--- config.mk ---
export PLATFORM = sky130hd
export DESIGN_NAME = mq_rd_selector
export DESIGN_NICKNAME = d
export VERILOG_FILES = /design/src/rtl/mq_rd_pkg.sv /design/src/rtl/mq_addr_decode.sv /design/src/rtl/mq_sel_fsm.sv /design/src/rtl/mq_stat_reg.sv /design/src/rtl/mq_rd_selector.sv
export SDC_FILE = /design/constraint.sdc
export NUM_CORES = 1
export LEC_CHECK = 0
export BUFFER_PORTS_ARGS = -buffer_cell sky130_fd_sc_hd__buf_2
export CAP_MARGIN = 0
export CELL_PAD_IN_SITES_DETAIL_PLACEMENT = 0
export CELL_PAD_IN_SITES_GLOBAL_PLACEMENT = 1
export CORE_ASPECT_RATIO = 1.25
export CORE_MARGIN = 2
export CORE_UTILIZATION = 33
export DETAILED_ROUTE_END_ITERATION = 7
export GPL_TIMING_DRIVEN = 0
export HOLD_SLACK_MARGIN = 0.15
export MAX_ROUTING_LAYER = met4
export PLACE_DENSITY = 0.79
export SYNTH_ARGS = -nofsm -noshare
export SYNTH_HDL_FRONTEND = slang
export SYNTH_SLANG_ARGS = --single-unit
export TNS_END_PERCENT = 20
--- constraint.sdc ---
create_clock -name clk -period 1.4 [get_ports clk]
set_clock_uncertainty 0.1 [all_clocks]
set_input_delay 0.14 -clock clk [delete_from_list [all_inputs] [get_ports clk]]
set_output_delay 0.14 -clock clk [all_outputs]
set_load 0.02 [all_outputs]
--- src/rtl/mq_rd_pkg.sv ---
package mq_rd_pkg;
    typedef enum logic [2:0] {
        S_UNPROG = 3'd0,
        S_IDLE   = 3'd1,
        S_SWITCH = 3'd2,
        S_FALL   = 3'd3,
        S_ACTIVE = 3'd4
    } rd_state_t;
endpackage

--- src/rtl/mq_addr_decode.sv ---
module mq_addr_decode #(
    parameter int QSEL_W = 5,
    parameter int DEV_W  = 3,
    parameter int STAT_W = 4,
    localparam int ADDR_W = QSEL_W + DEV_W
) (
    input  logic [ADDR_W-1:0] rd_addr,
    input  logic [DEV_W-1:0]  dev_id,
    input  logic              qsel_stb,
    input  logic              stat_stb,
    output logic              q_hit,
    output logic              q_miss,
    output logic              s_hit,
    output logic              clash,
    output logic [QSEL_W-1:0] q_field,
    output logic [STAT_W-1:0] s_field
);
    logic id_match;

    always_comb begin
        id_match = (rd_addr[ADDR_W-1 -: DEV_W] == dev_id);
        clash    = qsel_stb && stat_stb;
        q_hit    = qsel_stb && !stat_stb && id_match;
        q_miss   = qsel_stb && !stat_stb && !id_match;
        s_hit    = stat_stb && !qsel_stb && id_match;
        q_field  = rd_addr[QSEL_W-1:0];
        s_field  = rd_addr[STAT_W-1:0];
    end
endmodule

--- src/rtl/mq_sel_fsm.sv ---
module mq_sel_fsm
    import mq_rd_pkg::*;
#(
    parameter int QSEL_W = 5
) (
    input  logic              clk,
    input  logic              rst_n,
    input  logic              prog_busy,
    input  logic              q_hit,
    input  logic              q_miss,
    input  logic [QSEL_W-1:0] q_field,
    output logic [QSEL_W-1:0] rd_q,
    output logic              rd_q_vld,
    output logic              head_load,
    output logic              dev_sel
);
    rd_state_t         state_q, state_d;
    logic [QSEL_W-1:0] pend_q;
    logic              commit;
    logic              programmed;

    always_comb begin
        state_d = state_q;
        unique case (state_q)
            S_UNPROG: if (!prog_busy) state_d = S_IDLE;
            S_IDLE:   if (q_hit) state_d = S_SWITCH;
            S_SWITCH: state_d = q_hit ? S_SWITCH : S_FALL;
            S_FALL:   state_d = q_hit ? S_SWITCH : S_ACTIVE;
            S_ACTIVE: if (q_hit) state_d = S_SWITCH;
            default:  state_d = S_UNPROG;
        endcase
    end

    always_ff @(posedge clk or negedge rst_n) begin
        if (!rst_n) state_q <= S_UNPROG;
        else        state_q <= state_d;
    end

    always_comb begin
        head_load  = (state_q == S_FALL);
        programmed = (state_q != S_UNPROG);
        commit     = (state_q == S_FALL) && !q_hit;
    end

    always_ff @(posedge clk or negedge rst_n) begin
        if (!rst_n) begin
            pend_q   <= '0;
            rd_q     <= '0;
            rd_q_vld <= 1'b0;
            dev_sel  <= 1'b0;
        end else begin
            if (programmed && q_hit) pend_q <= q_field;
            if (commit) begin
                rd_q     <= pend_q;
                rd_q_vld <= 1'b1;
            end
            if (programmed && q_hit)       dev_sel <= 1'b1;
            else if (programmed && q_miss) dev_sel <= 1'b0;
        end
    end
endmodule

--- src/rtl/mq_stat_reg.sv ---
module mq_stat_reg #(
    parameter int STAT_W = 4
) (
    input  logic              clk,
    input  logic              rst_n,
    input  logic              s_hit,
    input  logic              clash,
    input  logic [STAT_W-1:0] s_field,
    output logic [STAT_W-1:0] stat_word,
    output logic              stat_word_vld,
    output logic              proto_err
);
    always_ff @(posedge clk or negedge rst_n) begin
        if (!rst_n) begin
            stat_word     <= '0;
            stat_word_vld <= 1'b0;
            proto_err     <= 1'b0;
        end else begin
            stat_word_vld <= s_hit;
            proto_err     <= clash;
            if (s_hit) stat_word <= s_field;
        end
    end
endmodule

--- src/rtl/mq_rd_selector.sv ---
module mq_rd_selector #(
    parameter int QSEL_W = 5,
    parameter int DEV_W  = 3,
    parameter int STAT_W = 4,
    localparam int ADDR_W = QSEL_W + DEV_W
) (
    input  logic              clk,
    input  logic              rst_n,
    input  logic [DEV_W-1:0]  dev_id,
    input  logic              prog_busy,
    input  logic              qsel_stb,
    input  logic              stat_stb,
    input  logic [ADDR_W-1:0] rd_addr,
    input  logic              rd_en_n,
    input  logic              out_en_n,
    input  logic              chip_sel_n,
    output logic [QSEL_W-1:0] rd_q,
    output logic              rd_q_vld,
    output logic              head_load,
    output logic              dout_oe,
    output logic [STAT_W-1:0] stat_word,
    output logic              stat_word_vld,
    output logic              proto_err
);
    logic              q_hit, q_miss, s_hit, clash, dev_sel;
    logic [QSEL_W-1:0] q_field;
    logic [STAT_W-1:0] s_field;

    mq_addr_decode #(.QSEL_W(QSEL_W), .DEV_W(DEV_W), .STAT_W(STAT_W)) dec_i (
        .rd_addr (rd_addr),
        .dev_id  (dev_id),
        .qsel_stb(qsel_stb),
        .stat_stb(stat_stb),
        .q_hit   (q_hit),
        .q_miss  (q_miss),
        .s_hit   (s_hit),
        .clash   (clash),
        .q_field (q_field),
        .s_field (s_field)
    );

    mq_sel_fsm #(.QSEL_W(QSEL_W)) fsm_i (
        .clk      (clk),
        .rst_n    (rst_n),
        .prog_busy(prog_busy),
        .q_hit    (q_hit),
        .q_miss   (q_miss),
        .q_field  (q_field),
        .rd_q     (rd_q),
        .rd_q_vld (rd_q_vld),
        .head_load(head_load),
        .dev_sel  (dev_sel)
    );

    mq_stat_reg #(.STAT_W(STAT_W)) stat_i (
        .clk          (clk),
        .rst_n        (rst_n),
        .s_hit        (s_hit),
        .clash        (clash),
        .s_field      (s_field),
        .stat_word    (stat_word),
        .stat_word_vld(stat_word_vld),
        .proto_err    (proto_err)
    );

    always_comb begin
        dout_oe = !rd_en_n && !out_en_n && !chip_sel_n && dev_sel && rd_q_vld;
    end
endmodule

### Word level (Yosys, flattened, before mapping)

Index checks and enable logic that the tools add are counted.

| word-level totals | value |
|---|---|
| input port bits | 19 |
| register bits | 21 |
| output and inout bits | 14 |
| logic and storage cells | 47 |

| operators by class | value |
|---|---|
| reduce and logical (&&, ||, !) cells | 25 |
| multiplexer cells | 7 |
| equal/unequal tests | 7 |

Operator list:

| kind | count |
|---|---|
| logical AND 1 bit | 13 |
| case mux 3 bit (4 select lines) | 1 |
| 2-to-1 mux 3 bit | 3 |
| zero test 1 bit | 7 |
| == test 3 x 2 -> 1 bit, second input constant | 2 |
| == test 3 x 1 -> 1 bit, second input constant | 1 |
| == test 3 bit | 1 |
| == test 3 bit, second input constant | 1 |
| zero test 3 bit | 1 |
| 2-to-1 mux 1 bit | 3 |
| nonzero test 3 bit | 1 |
| inequality test 2 x 1 -> 1 bit, second input constant | 1 |
| inequality test 2 bit, second input constant | 1 |
| AND reduction 2 bit | 1 |
| nonzero test 2 bit | 1 |
| OR reduction 2 bit | 1 |

### Depth between registers and ports, before layout

Gate-level depths: netlist of the first run.

| depth | value |
|---|---|
| depth in word-level cells | 6 |
| mapped depth | 4 |
| gate-level depth less buffers | 4 |

### Modules after synthesis

Synthesis of the first run repeated with hierarchy kept, for this count alone.

| second synthesis, totals | value |
|---|---|
| cells, all modules | 75 |
| area, all modules | 1008.5 um^2 |

By module, submodules not included:

| module | cells each | area each (um^2) | sequential area each (um^2) | instances |
|---|---|---|---|---|
| mq_sel_fsm | 44 | 658.1 | 375.4 | 1 |
| mq_stat_reg | 10 | 195.2 | 150.1 | 1 |
| mq_addr_decode | 19 | 138.9 | 0.0 | 1 |
| mq_rd_selector | 2 | 16.3 | 0.0 | 1 |

### Least setup slack after synthesis of the first run

OpenSTA, ideal clock, no wires.

| timing path | value |
|---|---|
| path type | reg-to-reg |
| start point | register fsm_i.state_q[1] |
| end point | register fsm_i.rd_q[0] |
| arrival time | 1.192 ns |
| path slack | -0.017 ns |
| clock period less this slack | 1.417 ns |
| buffers on the path | 0 |
| library setup time | 0.125 ns |
| cell stages (with the launch flop) | 5 |
| required time | 1.175 ns |
| path through | dfrtp_1 > nor2b_1 > nand2_1 > nor2_4 > mux2_4 |

| on the way | value |
|---|---|
| longest elaborated chain between the ends | 2 |

Ends and longest elaborated chain:

| element | RTL line | source |
|---|---|---|
| from (decl) | mq_sel_fsm.sv:17 | `rd_state_t state_q, state_d;` |
| from (signal assigned) | mq_sel_fsm.sv:36 | `else state_q <= state_d;` |
| == test 3 x 2 -> 1 bit | mq_sel_fsm.sv:42 | `commit = (state_q == S_FALL) && !q_hit;` |
| logical AND 1 bit | mq_sel_fsm.sv:42 |  |
| to (signal assigned) | mq_sel_fsm.sv:54 | `rd_q <= pend_q;` |
| to (decl) | mq_sel_fsm.sv:12 | `output logic [QSEL_W-1:0] rd_q,` |

Every way passes these cells.
A chain may end at the register's enable or synchronous reset.

### Worst setup path in the final report of the first run

| timing path | value |
|---|---|
| start point | register fsm_i.state_q[1] |
| end point | register fsm_i.rd_q[3] |

Same word-level chain as after synthesis.

==> results of run 1 <==
[power breakdown]
group / leakage, uW / total, uW / internal, uW / switching [uW]
clock: 0.0000150 / 278 / 111 / 168
combinational: 0.000364 / 612 / 330 / 281
sequential: 0.000265 / 893 / 791 / 102
[final cells by class]
type,count,area share
multi-input cells,43,0.305
flip-flops and latches,21,0.412
clock buffers,4,0.0205
well taps,34,0.0332
inverters,2,0.00586
repair buffers,45,0.224
[worst max-delay path, stage by stage, from the launching register on]
cell and delay [ns]:
dfrtp_1 0.42, nor2b_4 0.18, nand2_2 0.09, nor2_4 0.21, mux2_4 0.32
[flip-flops by register name, summed over array words and instances, names as in the netlist]
register and flops:
fsm_i.state_q 3, fsm_i.rd_q 5, stat_i.stat_word_vld 1, fsm_i.pend_q 5, stat_i.proto_err 1, stat_i.stat_word 4, fsm_i.rd_q_vld 1, fsm_i.dev_sel 1
[logic make-up after synthesis]
logic type	synth area share
and+or+nand+nor	0.149
muxes	0.195
buffers and inverters	0.00829
DFF	0.580
xor gates and xnor gates	0.0290
AOI/OAI and AO/OA	0.0387
[path summary, 6_finish.rpt]
check	from	endpoint	slack (ns)	cells after the start
worst max register to register	fsm_i.state_q[1]$_DFFE_PN0P_	fsm_i.rd_q[3]$_DFFE_PN0P_	-0.03	4
worst max-delay path	fsm_i.state_q[1]$_DFFE_PN0P_	fsm_i.rd_q[3]$_DFFE_PN0P_	-0.03	4
worst min register to register	stat_i.stat_word[1]$_DFFE_PN0P_	stat_i.stat_word[1]$_DFFE_PN0P_	0.41	1
worst min-delay path	stat_stb	stat_i.stat_word_vld$_DFF_PN0_	0.20	3
min in group asynchronous	rst_n	fsm_i.rd_q[1]$_DFFE_PN0P_	0.22	2
max in group asynchronous	rst_n	fsm_i.state_q[0]$_DFFE_PN0P_	0.64	2
[stage by stage]
| stage | worst slack, ns | total power (uW) | utilization | instances | cell area [sq um] |
|---|---|---|---|---|---|
| 2_1_floorplan | 0.000112 | 1270 | - | 66 | 906 |
| 3_3_place_gp | -0.180 | 1430 | 0.418 | 132 | 1110 |
| 3_5_place_dp | -0.189 | 1450 | 0.418 | 132 | 1110 |
| 4_1_cts | -0.0318 | 1810 | 0.483 | 149 | 1280 |
| 6_report | -0.0306 | 1780 | 0.483 | 149 | 1280 |
| 5_1_grt | -0.103 | 1920 | 0.483 | 149 | 1280 |
[placed cells by master, fill, tap and decap left out, types with 2 or more instances in the layout]
master	n
dfrtp_1	19
nand3b_1	2
nand2b_1	2
inv_1	2
a21oi_1	3
o21ai_0	2
nand2_1	2
nor2b_1	2
mux2_4	5
buf_4	4
nand2_2	2
xor2_1	3
buf_2	31
mux2_2	9
dlygate4sd3_1	9
dfrtp_2	2
clkbuf_4	3
[metal layers]
layer | track usage | wire length, microns
met4 | 0.0709 | 20
met5 | - | 0
met2 | 0.211 | 856
met1 | 0.147 | 695
met3 | 0.00718 | 75
[what timing repair did]
| action | 4_1_cts | 5_1_grt |
|---|---|---|
| setup buffers | 4 | 0 |
| cloned | 0 | 0 |
| hold buffers | 9 | 0 |
| endpoints found under the setup margin | 11 | 12 |
| hold endpoints to repair | 32 | 0 |
| gates resized for setup | 9 | 0 |
==> results_dict.tcl, run 1 <==
set metrics [dict create \
    status "finished, violations left" \
    violations "setup timing" \
    clk-insertion-delay-late_ns 0.29 \
    netlist.area_leader.share 0.580 \
    die_h_microns 62.6 \
    arrival_ns 1.52 \
    hold_viol_final 0 \
    pin_count 33 \
    p_leak_uw 0.000643 \
    drive_gt1_frac 0.557 \
    syn_nets 85 \
    power_density_nw_per_um2 1390 \
    coreArea_sq_um 2650 \
    maxCapViolCount 0 \
    ant_nets 0 \
    fillers 259 \
    rows 21 \
    synth-edff-count 0 \
    min_path_type "input pin to register" \
    synthDistinctLibCells 20 \
    relSlewSlack 0.693 \
    holdWs_ns 0.200 \
    synth_warnings 0 \
    cts_buffer_depth 2 \
    drc 0 \
    start_kind "register" \
    finalCriticalPeriod_ns 1.43 \
    drv_slew 0 \
    place.gp.congestion 0.638 \
    netlist_area_sq_um 906 \
    vias 674 \
    multiInputGateArea_sq_um 390 \
    synth_most_common_cell "dfrtp_1" \
    grt_max_degree 22 \
    antenna_found_initial 0 \
    setup_viol 7 \
    grt_pass1_vias 696 \
    diodes 0 \
    wirelength_microns 1650 \
    path_clk_slew_ns 0.11 \
    initialDrtViolationCount 33 \
    nNetsFinal 135 \
    cts_tree "yes" \
    syn2layout_area_growth_pct 41.4 \
    synth-seq-cells 21 \
    worstPathMaxFanout 6 \
    synthCells 66 \
    tightest_slew_ns 0.460 \
    dr.pass1.iters 4 \
    max_freq_ghz 0.699 \
    synthTopCellsByArea "dfrtp_1, mux2_2, mux2_4" \
    grt.total_usage 0.126 \
    dieArea_sq_um 3180 \
    yosys-top-cells-count "dfrtp_1, mux2_2, mux2_4" \
    wl_per_cell_microns 11.1 \
    cp-end-kind "register" \
    grt_pass1_wl_microns 2990 \
    synth.avg_cell_area_sq_um 13.7 \
    vdd_drop_max_mv 0.485 \
    rsz0062_at_grt "yes" \
    grt_overflow 0 \
    ys.flop_type "dfrtp_1" \
    cts_sinks 21 \
    cts_root_buf "clkbuf_4" \
    ys_async_sr_fraction 1.00 \
    min_period_over_period 1.02 \
    initial_utilization 0.341 \
    path_class "register to register" \
    critical_path_required_ns 1.49 \
    fin_tns_setup_ns -0.133 \
    ff_latch_area_sq_um 528 \
    fp.dieW_microns 50.9 \
    portBuffers 32 \
    ys_seq_area_frac 0.580 \
    h-tree-depth 1 \
    synth_top_area_cell "dfrtp_1" \
    cts-buffers-inserted 3 \
    vias_per_cell 4.52 \
    fin_ws_ns -0.0306 \
]
Power figures use the tool's default switching activity.
==> run 2: changes to the inputs <==
Settings changed: REMOVE_ABC_BUFFERS set to 1.
==> run 2 against run 1 <==
- setup slack worse by 0.0049 ns
- worst hold slack worse by 0.0078 ns
- flip-flop and latch count unchanged
- clock power about the same
- largest cell class unchanged
- critical path type unchanged
- global-route usage down 0.18 points
- the flow still finishes with violations (setup timing)
- count of clock-buffer cells in the layout down 1
- sequential share of layout area down 0.26 points
- combinational power up 6.5%
==> results_dict.tcl, run 2 (synthesized netlist as in run 1, its figures left out) <==
set metrics [dict create \
    dp_cells 132 \
    worstPathMaxFanout 6 \
    initialDrtViolationCount 16 \
    hold_viol_final 0 \
    fp.dieW_microns 50.9 \
    tightest_slew_ns 0.460 \
    min_period_over_period 1.03 \
    start_kind "register" \
    dieArea_sq_um 3180 \
    worst-path-buf-inv 0 \
    fillers 259 \
    hold_depth 3 \
    cts-buffers-inserted 3 \
    arrival_ns 1.53 \
    grt_max_degree 22 \
    grt.total_usage 0.124 \
    portBuffers 32 \
    final_area_sq_um 1290 \
    path_clk_slew_ns 0.11 \
    nNetsFinal 135 \
    cts_sinks 21 \
    cts_root_buf "clkbuf_4" \
    wirelength_microns 1750 \
    cp-end-kind "register" \
    max_stage_delay_ns 0.46 \
    grt_pass1_vias 699 \
    cts_buffer_depth 2 \
    utilization 0.485 \
    vias_per_cell 4.55 \
    ant_nets 0 \
    cp.depth 4 \
    setup_viol 5 \
    die_h_microns 62.6 \
    instances_no_fill 149 \
    h-tree-depth 1 \
    finalCriticalPeriod_ns 1.44 \
    grt_pass1_wl_microns 2920 \
    layout_commonest_cell "buf_2" \
    critPathSlowestCell "dfrtp_1" \
    initial_utilization 0.341 \
    rows 21 \
    maxCapViolCount 0 \
    syn2layout_area_growth_pct 42.0 \
    largest_registers "fsm_i.pend_q x5, fsm_i.rd_q x5, stat_i.stat_word x4" \
    status "finished, violations left" \
    drc 0 \
    final_cell_mix "buf_2, dfrtp_1, mux2_2, dlygate4sd3_1, mux2_4" \
    cts_tree "yes" \
    coreArea_sq_um 2650 \
    rsz0062_at_grt "yes" \
    min_path_type "input pin to register" \
    fin_tns_setup_ns -0.171 \
    diodes 0 \
    drv_slew 0 \
    fin_ws_ns -0.0356 \
    antenna_found_initial 0 \
    grt_overflow 0 \
    place_area_sq_um 1110 \
    clk-insertion-delay-late_ns 0.29 \
    violations "setup timing" \
    dp_hpwl_microns 1300 \
    p_leak_uw 0.000651 \
    cp_top_family "flip-flops" \
    vias 678 \
    reg2reg_depth 4 \
    vdd_drop_max_mv 0.569 \
    wl_per_cell_microns 11.8 \
    dr.pass1.iters 2 \
    pin_count 33 \
    drive_gt1_frac 0.557 \
    worstPathCellList "nor2b_4 -> nand2_4 -> nor2_4 -> mux2_4" \
    place.gp.congestion 0.691 \
    critical_path_required_ns 1.49 \
    path_class "register to register" \
    relSlewSlack 0.693 \
    power_density_nw_per_um2 1410 \
    max_freq_ghz 0.697 \
]
## run 2: through the flow
stage / setup slack [ns] / power (uW) / hold WS [ns]
after floorplan: -0.0167 / 1270 / -0.256
after global placement: -0.167 / 1430 / 0.0169
after detailed placement: -0.188 / 1470 / 0.0181
after CTS: -0.0435 / 1830 / 0.193
after global routing: -0.0867 / 1930 / 0.207
final: -0.0356 / 1820 / 0.192
## run 2: final cells by class
| type | count | area, sq um | share of cell area |
|---|---|---|---|
| Inverter | 2 | 7.51 | 0.00584 |
| Sequential cell | 21 | 527 | 0.410 |
| Tap cell | 34 | 42.5 | 0.0331 |
| Multi-Input combinational cell | 43 | 395 | 0.307 |
| Clock inverter | 1 | 5.00 | 0.00389 |
| Clock buffer | 3 | 22.5 | 0.0175 |
| Timing Repair Buffer | 45 | 287 | 0.223 |
## run 2: what timing repair did
| action | in CTS | in global routing |
|---|---|---|
| hold buffers | 9 | 0 |
| setup endpoints to repair | 11 | 12 |
| endpoints found under the hold margin | 32 | 0 |
| resized for setup | 8 | 1 |
| pin swaps | 2 | 0 |
| buffers inserted | 4 | 0 |
## run 2: layer usage
layer	vias up	GRT usage	routed length (microns)
met1	327	0.129	745
li1	326	-	-
met5	-	-	0
met3	2	0.0144	71
met4	0	0.0405	14
met2	23	0.234	924
## run 2: worst paths after layout
check                      slack, ns                         start                        endpoint
setup reg to reg               -0.04  fsm_i.state_q[2]$_DFFE_PN0P_       fsm_i.rd_q[2]$_DFFE_PN0P_
hold reg to reg                 0.41    fsm_i.rd_q_vld$_DFFE_PN0P_      fsm_i.rd_q_vld$_DFFE_PN0P_
min in group asynchronous       0.21                         rst_n    fsm_i.state_q[2]$_DFFE_PN0P_
max in group asynchronous       0.65                         rst_n    fsm_i.state_q[0]$_DFFE_PN0P_
hold / removal                  0.19                      stat_stb  stat_i.stat_word_vld$_DFF_PN0_
setup / recovery               -0.04  fsm_i.state_q[2]$_DFFE_PN0P_       fsm_i.rd_q[2]$_DFFE_PN0P_
## run 2: power breakdown
| part | total (uW) | internal, uW | switching, uW | leakage [uW] |
|---|---|---|---|---|
| Combinational | 652 | 344 | 308 | 0.000367 |
| Sequential | 885 | 790 | 95.2 | 0.000266 |
| Clock | 280 | 106 | 174 | 0.0000177 |
## run 2: tightest hold or removal path: stages
cell and delay (ns):
buf_2 0.11, nand3b_1 0.24, inv_1 0.07
